===== config.mk =====
export PLATFORM = sky130hd
export DESIGN_NAME = keypad_status_reg
export DESIGN_NICKNAME = d
export VERILOG_FILES = /design/src/rtl/keypad_status_reg.sv
export SDC_FILE = /design/constraint.sdc
export NUM_CORES = 1
export LEC_CHECK = 0
export BUFFER_PORTS_ARGS = -buffer_cell sky130_fd_sc_hd__buf_4
export CORE_MARGIN = 1
export CORE_UTILIZATION = 28
export CTS_CLUSTER_DIAMETER = 40
export CTS_CLUSTER_SIZE = 25
export DETAILED_ROUTE_END_ITERATION = 7
export RECOVER_POWER = 50
export SLEW_MARGIN = 20
export SYNTH_ARGS = -nofsm -noshare
export SYNTH_HDL_FRONTEND = slang
export SYNTH_SLANG_ARGS = --single-unit

===== constraint.sdc =====
create_clock -name clk -period 1.53 [get_ports clk]
set_clock_uncertainty 0.2 [all_clocks]
set_input_delay 0.0765 -clock clk [delete_from_list [all_inputs] [get_ports clk]]
set_output_delay 0.0765 -clock clk [all_outputs]
set_load 0.02 [all_outputs]

===== src/rtl/keypad_status_reg.sv =====
module keypad_status_reg #(
  parameter int BTN_W       = 10,
  parameter int SYNC_STAGES = 2
) (
  input  logic             clk,
  input  logic             rst_n,
  input  logic [BTN_W-1:0] btn_i,
  input  logic [1:0]       addr_i,
  input  logic             wr_en_i,
  input  logic [7:0]       wdata_i,
  output logic [7:0]       rdata_o
);

  localparam int HI_W = BTN_W - 8;

  logic [BTN_W-1:0] sync_q [SYNC_STAGES];
  logic [BTN_W-1:0] held;
  logic [BTN_W-1:0] pressed;
  logic [15:0]      status;
  logic [15:0]      ctrl_q;

  always_ff @(posedge clk) begin
    if (!rst_n) sync_q[0] <= '0;
    else        sync_q[0] <= btn_i;
  end

  for (genvar s = 1; s < SYNC_STAGES; s++) begin : g_sync
    always_ff @(posedge clk) begin
      if (!rst_n) sync_q[s] <= '0;
      else        sync_q[s] <= sync_q[s-1];
    end
  end

  assign held = sync_q[SYNC_STAGES-1];

  always_comb begin
    pressed = held;
    if (held[7] && held[6]) pressed[7:6] = 2'b00;
    if (held[5] && held[4]) pressed[5:4] = 2'b00;
  end

  assign status = {{(8-HI_W){1'b0}}, ~pressed[BTN_W-1:8], ~pressed[7:0]};

  always_ff @(posedge clk) begin
    if (!rst_n) begin
      ctrl_q <= '0;
    end else if (wr_en_i) begin
      if (addr_i == 2'd2) ctrl_q[7:0]  <= wdata_i;
      if (addr_i == 2'd3) ctrl_q[15:8] <= wdata_i;
    end
  end

  always_comb begin
    case (addr_i)
      2'd0:    rdata_o = status[7:0];
      2'd1:    rdata_o = status[15:8];
      2'd2:    rdata_o = ctrl_q[7:0];
      default: rdata_o = ctrl_q[15:8];
    endcase
  end

endmodule



==> results by group, run 1 <==
Global route
  • GRT Total Usage: 0.111
  • Vias in the first global route: ~980
  • Global route total overflow: 0
  • Largest net degree at the start of global routing: between 40 and 50
  • Antenna violations before repair: 0
  • Global-route wire length before repair: about 4200 um

Clocking
  • Number of buffers created by CTS: 5
  • Number of H-tree levels: 2
  • CTS root buf: clkbuf_8
  • Sink count of the clock tree: 36
  • TritonCTS clock tree: done
  • Postcts setup bufs: 0
  • Clk pin slew, worst setup/hold paths: 0.06 ns
  • Max Root-Sink Buffers: 2
  • Skew-Pair Late Insertion Delay: ~0.28 ns

Setup path
  • Reg2reg start: ctrl_q[1]
  • Arr. time, crit path: around 1.2 ns
  • Reg2Reg Capture Point: ctrl_q[1]
  • Reg2Reg Setup Slack: approximately 0.76 ns
  • Critical path endpoint category: primary output
  • Crit start category: register
  • Cell breakdown of the critical path: inv_1 -> mux4_2 -> buf_6
  • Critical path buffers and inverters: 2
  • Critical path class: register to primary output
  • CP top delay family: multiplexers
  • R2R cell count: 2
  • Critical-path maximum fanout: 1
  • CP max stage delay: between 0.4 and 0.5 ns
  • Worst Path Required: approximately 1.3 ns
  • Crit-path slowest cell: mux4_2

Logic synthesis
  • Syn_nets: around 160
  • Synth unique cells: 23
  • Synth top area cells: dfxtp_1 (52%), and2_1 (9.0%), nand3_1 (5.8%)
  • Mapped Cells: roughly 140
  • Largest family of logic cells by synthesized area: simple AND/OR/NAND/NOR gates
  • Area leader, netlist: dfxtp_1
  • Sequential-to-total area share from yosys stat: 0.521
  • Warning count from the yosys run: 0
  • Mux cell area share after synthesis: 0.0851
  • Synth Area in Adders: 0
  • Syn_area_per_cell: just under 10 sq um
  • Xor/xnor share of the synthesized area: 0
  • Post-synthesis compound-gate area fraction: 0.0869
  • Simple-gate area share of the yosys netlist: 0.237
  • Register bit total from synthesis: 36
  • Yosys top cell area share: 0.521
  • Post-Synthesis Cell Area: between 1000 and 1500 sq um

STA
  • Period utilisation layout: 0.978
  • Post-route setup slack: 0.0329 ns
  • Fmax: 668 MHz
  • Measured slew at the worst slew-check pin: ~0.36 ns
  • Slew headroom: 0.759
  • Crit path time final: roughly 1.5 ns
  • Setup TNS: 0 ns
  • Hold Violations, Final: 0
  • RSZ-0062 raised after global routing: yes
  • Finish-stage setup viols: 0
  • Max Slew Vio Count: 0

Floorplanning
  • IO Count: 31
  • Core ar.: 4720 sq um
  • Row count: 25
  • Die width: a little over 70 um
  • Die ar.: ~5200 sq um
  • Initial Util: 0.293
  • Die Ht: ~72 um

Placed design
  • PortBufs: 30
  • Detailed-placement wirelength estimate: 1660 um
  • Worst slack, placed: between 0.2 and 0.25 ns
  • Placed Cells: between 200 and 250
  • Routability Congestion: a little under 0.7

Cells and area
  • Diode count: 0
  • Area added between synthesis and finish: 35.8%
  • Fin nets: around 210
  • Final Util: 0.398
  • Count of non-filler cells in the finished layout: between 200 and 300
  • Most frequent cells in the layout: dfxtp_1 (34), dlygate4sd3_1 (18), and2_1 (17), buf_4 (17), nand3_1 (16)
  • # fillers: roughly 480
  • Commonest non-fill, non-tap cell in the layout: dfxtp_1
  • Layout cells sized above 1: 0.257

Power and ir drop
  • Sw Ratio: 0.225
  • Switching pwr: roughly 0.4 mW
  • Peak supply drop: 0.503 mV
  • Pleak: around 0.77 nW
  • Reg power frac: 0.542
  • Pwr dens: between 900 and 1000 nW/um^2
  • Overall power: 1.83 mW
  • Pint: between 1 and 1.5 mW
  • Comb pwr share: 0.128
  • Clk pwr share: 0.330

Hold path
  • Hold_sp: wr_en_i
  • Hold path depth: 3
  • HP Class: primary input to register
  • Min-Delay Endpoint: ctrl_q[0]

Detailed routing
  • Drt wl/cell: 9.99 um
  • Detailed router's first-iteration violation count: 26
  • Total number of vias: slightly above 1000
  • DR vias/cell: a little over 4
  • Drt drc: 0
  • Pre-Repair DR Iteration Count: 4
  • Routed Antenna Nets: 0
  • Routed Wire Length: around 2500 um

Status
  • Status: finished, final reports clean

Flow run
  • Total of max-cap violations: 0
-- registers in the layout (all words and copies together) (netlist names) --
register,cells
sync_q,20
ctrl_q,16
-- worst max path at each step --
| stage | startpoint | to | cells after the start |
|---|---|---|---|
| after CTS | sync_q[1][0] | rdata_o[0] | 3 |
| after global routing | sync_q[1][8] | rdata_o[0] | 3 |
| after global placement | addr_i[0] | rdata_o[0] | 3 |
| final | sync_q[1][8] | rdata_o[0] | 3 |
| after detailed placement | addr_i[0] | rdata_o[1] | 3 |
| after floorplan | addr_i[1] | rdata_o[4] | 3 |
-- cell usage after synthesis --
library cell and number:
buf_6 2, o31ai_1 4, nand3_1 16, buf_2 4
nand3_4 1, and2_1 20, nor2_1 4, mux4_2 2
buf_1 1, buf_4 1, dfxtp_1 36, buf_12 1
o21ai_1 1, clkbuf_1 2, a21oi_1 2, o21ai_0 15
inv_1 4, mux2i_1 2, mux2_2 2, nand3b_4 1
nor2b_1 4, nand2_1 12, mux2_4 2
-- repair_timing --
| action | in CTS | in global routing |
|---|---|---|
| hold endpoints to repair | 26 | 0 |
| endpoints found under the setup margin | 0 | 2 |
| gates resized for setup | 0 | 5 |
| hold buffers | 18 | 0 |
-- tightest hold or removal path, cell delays in order --
cell and delay [ns]:
buf_4 0.13, nand3b_4 0.16, o21ai_1 0.09
-- per-stage QoR --
stage | hold slack (ns) | cell area, sq um
after floorplan | 0.00379 | 1380
after global placement | 0.0852 | 1610
after detailed placement | 0.0868 | 1610
after CTS | 0.0310 | 1870
after global routing | 0.0467 | 1880
final | 0.0296 | 1880
-- per-layer routing --
layer / wire, um / vias to the layer above / global-route usage
met4: 57 / 0 / 0.0654
met5: 0 / - / 0
met2: 1130 / 28 / 0.186
met1: 1160 / 432 / 0.117
li1: - / 546 / -
met3: 143 / 6 / 0.0458
-- cell type report --
class,count,area (sq um),share of cell area
clock buffer,6,72.6,0.0386
clock inverter,1,5.00,0.00266
inverter,4,15.0,0.00799
multi-input combinational,88,566,0.301
sequential,36,723,0.385
tap,67,83.8,0.0446
timing repair buffer,48,413,0.220
-- power groups by stage --
stage | Combinational, mW | Clock (mW) | Sequential [mW]
floorplan | 0.130 | 0 | 1.01
global placement | 0.199 | 0 | 1.01
detailed placement | 0.201 | 0 | 1.01
CTS | 0.237 | 0.637 | 0.988
global route | 0.257 | 0.697 | 0.993
finish | 0.234 | 0.603 | 0.989
-- cells by family after synthesis --
family                 after synthesis
AND/OR/NAND/NOR                     58
flip-flops                          36
AO/OA/AOI/OAI                       22
buffers and inverters               15
multiplexers                         8
No activity file was read; power rests on OpenSTA's default activity.
==> run 2: changes to the inputs <==
--- a/config.mk
+++ b/config.mk
@@ -7,10 +7,11 @@
 export LEC_CHECK = 0
 export BUFFER_PORTS_ARGS = -buffer_cell sky130_fd_sc_hd__buf_4
 export CORE_MARGIN = 1
-export CORE_UTILIZATION = 28
+export CORE_UTILIZATION = 55
 export CTS_CLUSTER_DIAMETER = 40
 export CTS_CLUSTER_SIZE = 25
 export DETAILED_ROUTE_END_ITERATION = 7
+export PLACE_DENSITY = 0.81
 export RECOVER_POWER = 50
 export SLEW_MARGIN = 20
 export SYNTH_ARGS = -nofsm -noshare
==> results by group, run 2 (synthesis results as in run 1) <==
Status
  • Status: finished, violations left
  • Failing checks: negative setup slack

Hold path
  • Hold_sp: addr_i[1]
  • HP Class: primary input to register

Floorplanning
  • IO Count: 31 (unchanged)
  • Initial Util: 0.602 (+0.309)
  • Row count: 17 (-32%)
  • Core ar.: 2300 sq um (-51%)
  • Die ar.: 2720 sq um (-48%)
  • Die Ht: 52.1 um (-28%)
  • Die width: 52.1 um (-28%)

Cells and area
  • Area added between synthesis and finish: 58.2%
  • Most frequent cells in the layout: dlygate4sd3_1 (48), dfxtp_1 (29), buf_4 (19)
  • Top reg by flops: sync_q
  • Finished Cell Area: 2190 sq um (+16%)
  • Diode count: 0 (unchanged)
  • Fin nets: 237 (+15%)
  • Layout cells sized above 1: 0.279 (+0.0222)
  • Commonest non-fill, non-tap cell in the layout: dlygate4sd3_1
  • Largest registers: sync_q: 20 flops, ctrl_q: 16 flops
  • Largest register FFs: 20 (unchanged)

Power and ir drop
  • Pint: 1.39 mW (-1.6%)
  • Comb pwr share: 0.185 (+0.057)
  • Clk pwr share: 0.284 (-0.046)
  • Pleak: 0.920 nW (+19%)
  • Sw Ratio: 0.257 (+0.0327)
  • Switching pwr: 0.483 mW (+18%)
  • Reg power frac: 0.531 (-0.011)
  • Peak supply drop: 0.640 mV (+27%)
  • Pwr dens: 857 nW/um^2 (-12%)

Placed design
  • Dpl cell area: 1560 sq um (-3.0%)
  • Detailed-placement wirelength estimate: 1560 um (-6.1%)
  • Worst slack, placed: 0.242 ns (+0.0180 ns)
  • Routability Congestion: 0.753 (+8.5%)
  • PortBufs: 30 (unchanged)

Detailed routing
  • Pre-Repair DR Iteration Count: 4 (unchanged)
  • Drt wl/cell: 20.0 um (+100%)
  • Total number of vias: 1386 (+37%)
  • Detailed router's first-iteration violation count: 94 (+260%)
  • Routed Antenna Nets: 0 (unchanged)
  • Routed Wire Length: 4860 um (+94%)
  • DR vias/cell: 5.70 (+41%)
  • Drt drc: 0 (unchanged)

Setup path
  • Reg2Reg Capture Point: ctrl_q[13]
  • Reg2reg start: ctrl_q[13]
  • R2R cell count: 3 (+1)
  • Reg2Reg Setup Slack: 0.59 ns (-0.17 ns)
  • Worst Path Required: 1.56 ns (+0.31 ns)
  • Critical-path maximum fanout: 2 (+1)
  • Crit start category: primary input
  • Crit. Startpoint: wdata_i[5]
  • Arr. time, crit path: 1.71 ns (+0.49 ns)
  • Critical path class: primary input to register
  • Critical path endpoint category: register
  • Worst Setup EP: ctrl_q[5]

Global route
  • Antenna violations before repair: 0 (unchanged)
  • Global route total overflow: 0 (unchanged)
  • GRT Total Usage: 0.276 (+0.165)
  • Vias in the first global route: 1229 (+26%)
  • Largest net degree at the start of global routing: 34 (-24%)
  • Global-route wire length before repair: 5130 um (+22%)

Clocking
  • Sink count of the clock tree: 36 (unchanged)
  • Clk pin slew, worst setup/hold paths: 0.11 ns (+0.05 ns)
  • Max Root-Sink Buffers: 2 (unchanged)
  • Number of H-tree levels: 2 (unchanged)
  • TritonCTS clock tree: done
  • Number of buffers created by CTS: 5 (unchanged)
  • CTS root buf: clkbuf_4
  • Skew-Pair Late Insertion Delay: 0.33 ns (+0.05 ns)

STA
  • Finish-stage setup viols: 9 (+9)
  • Hold Violations, Final: 0 (unchanged)
  • Max Slew Vio Count: 0 (unchanged)
  • Crit path time final: 1.67 ns (+0.177 ns)
  • RSZ-0062 raised after global routing: yes
  • Slew headroom: 0.693 (-0.0655)
  • Fmax: 597 MHz (-11%)
  • Period utilisation layout: 1.09 (+0.116)
  • Measured slew at the worst slew-check pin: 0.460 ns (+0.0982 ns)
  • Post-route setup slack: -0.144 ns (-0.177 ns)

Flow run
  • Total of max-cap violations: 0 (unchanged)
## run 2: changes by cell type in the layout (fill, tap and decap cells not counted), moves of 2 or more
cell	delta
dfxtp_2	+5
o31ai_4	+2
buf_6	+2
clkbuf_8	-4
dlygate4sd3_1	+30
o31ai_1	-3
and2_0	+3
dfxtp_1	-5
nand2_1	-3
nand2_4	+2
buf_4	+2
and2_1	-3
## run 2: metal layers
metal	routed length, um	global-route usage	up-vias
met3	359	0.0848	33
met2	2380	0.509	86
li1	-	-	620
met5	0	0	-
met4	312	0.180	0
met1	1800	0.257	647
## run 2: power by group through the flow
stage	clock [mW]	sequential, mW	combinational [mW]
finish	0.532	0.997	0.346
global route	0.583	1.00	0.364
CTS	0.525	0.989	0.278
detailed placement	0	1.01	0.197
global placement	0	1.01	0.192
floorplan	0	1.01	0.130
## run 2: layout make-up
cell class / count / area [sq um]
Clock inverter: 1 / 7.51
Inverter: 4 / 15.0
Fill cell: 61 / 110
Sequential cell: 36 / 729
Multi-Input combinational cell: 88 / 619
Clock buffer: 7 / 55.1
Tap cell: 28 / 35.0
Timing Repair Buffer: 79 / 726
## run 2: through the flow
step / instances / setup TNS [ns] / power (mW) / hold slack [ns] / utilization
5_1_grt: 243 / -1.13 / 1.95 / 0.0976 / 0.952
3_5_place_dp: 186 / 0 / 1.21 / 0.0881 / 0.680
2_1_floorplan: 139 / 0 / 1.14 / 0.00379 / -
3_3_place_gp: 186 / 0 / 1.20 / 0.0836 / 0.680
4_1_cts: 233 / -0.0640 / 1.79 / -0.0306 / 0.880
6_report: 243 / -0.453 / 1.88 / 0.106 / 0.952
## run 2: worst max-delay path, cell delays in order
cell and delay [ns]:
dlygate4sd3_1 0.54, clkbuf_4 0.13, nand2_1 0.05, dlygate4sd3_1 0.64, o21ai_0 0.27
## run 2: repair_timing
item	in CTS	in global routing
hold buffers	39	9
endpoints found under the setup margin	2	7
endpoints found under the hold margin	36	3
buffers inserted	0	1
cloned	0	0
resized for setup	2	22
## run 2: worst min path at each step
stage / to / slack [ns] / cells after the start
6_report: ctrl_q[10] / 0.11 / 3
5_1_grt: ctrl_q[13] / 0.1 / 3
4_1_cts: ctrl_q[4] / -0.03 / 3
3_5_place_dp: sync_q[0][0] / 0.09 / 2
3_3_place_gp: sync_q[0][6] / 0.08 / 2
2_1_floorplan: sync_q[0][0] / 0.004 / 1
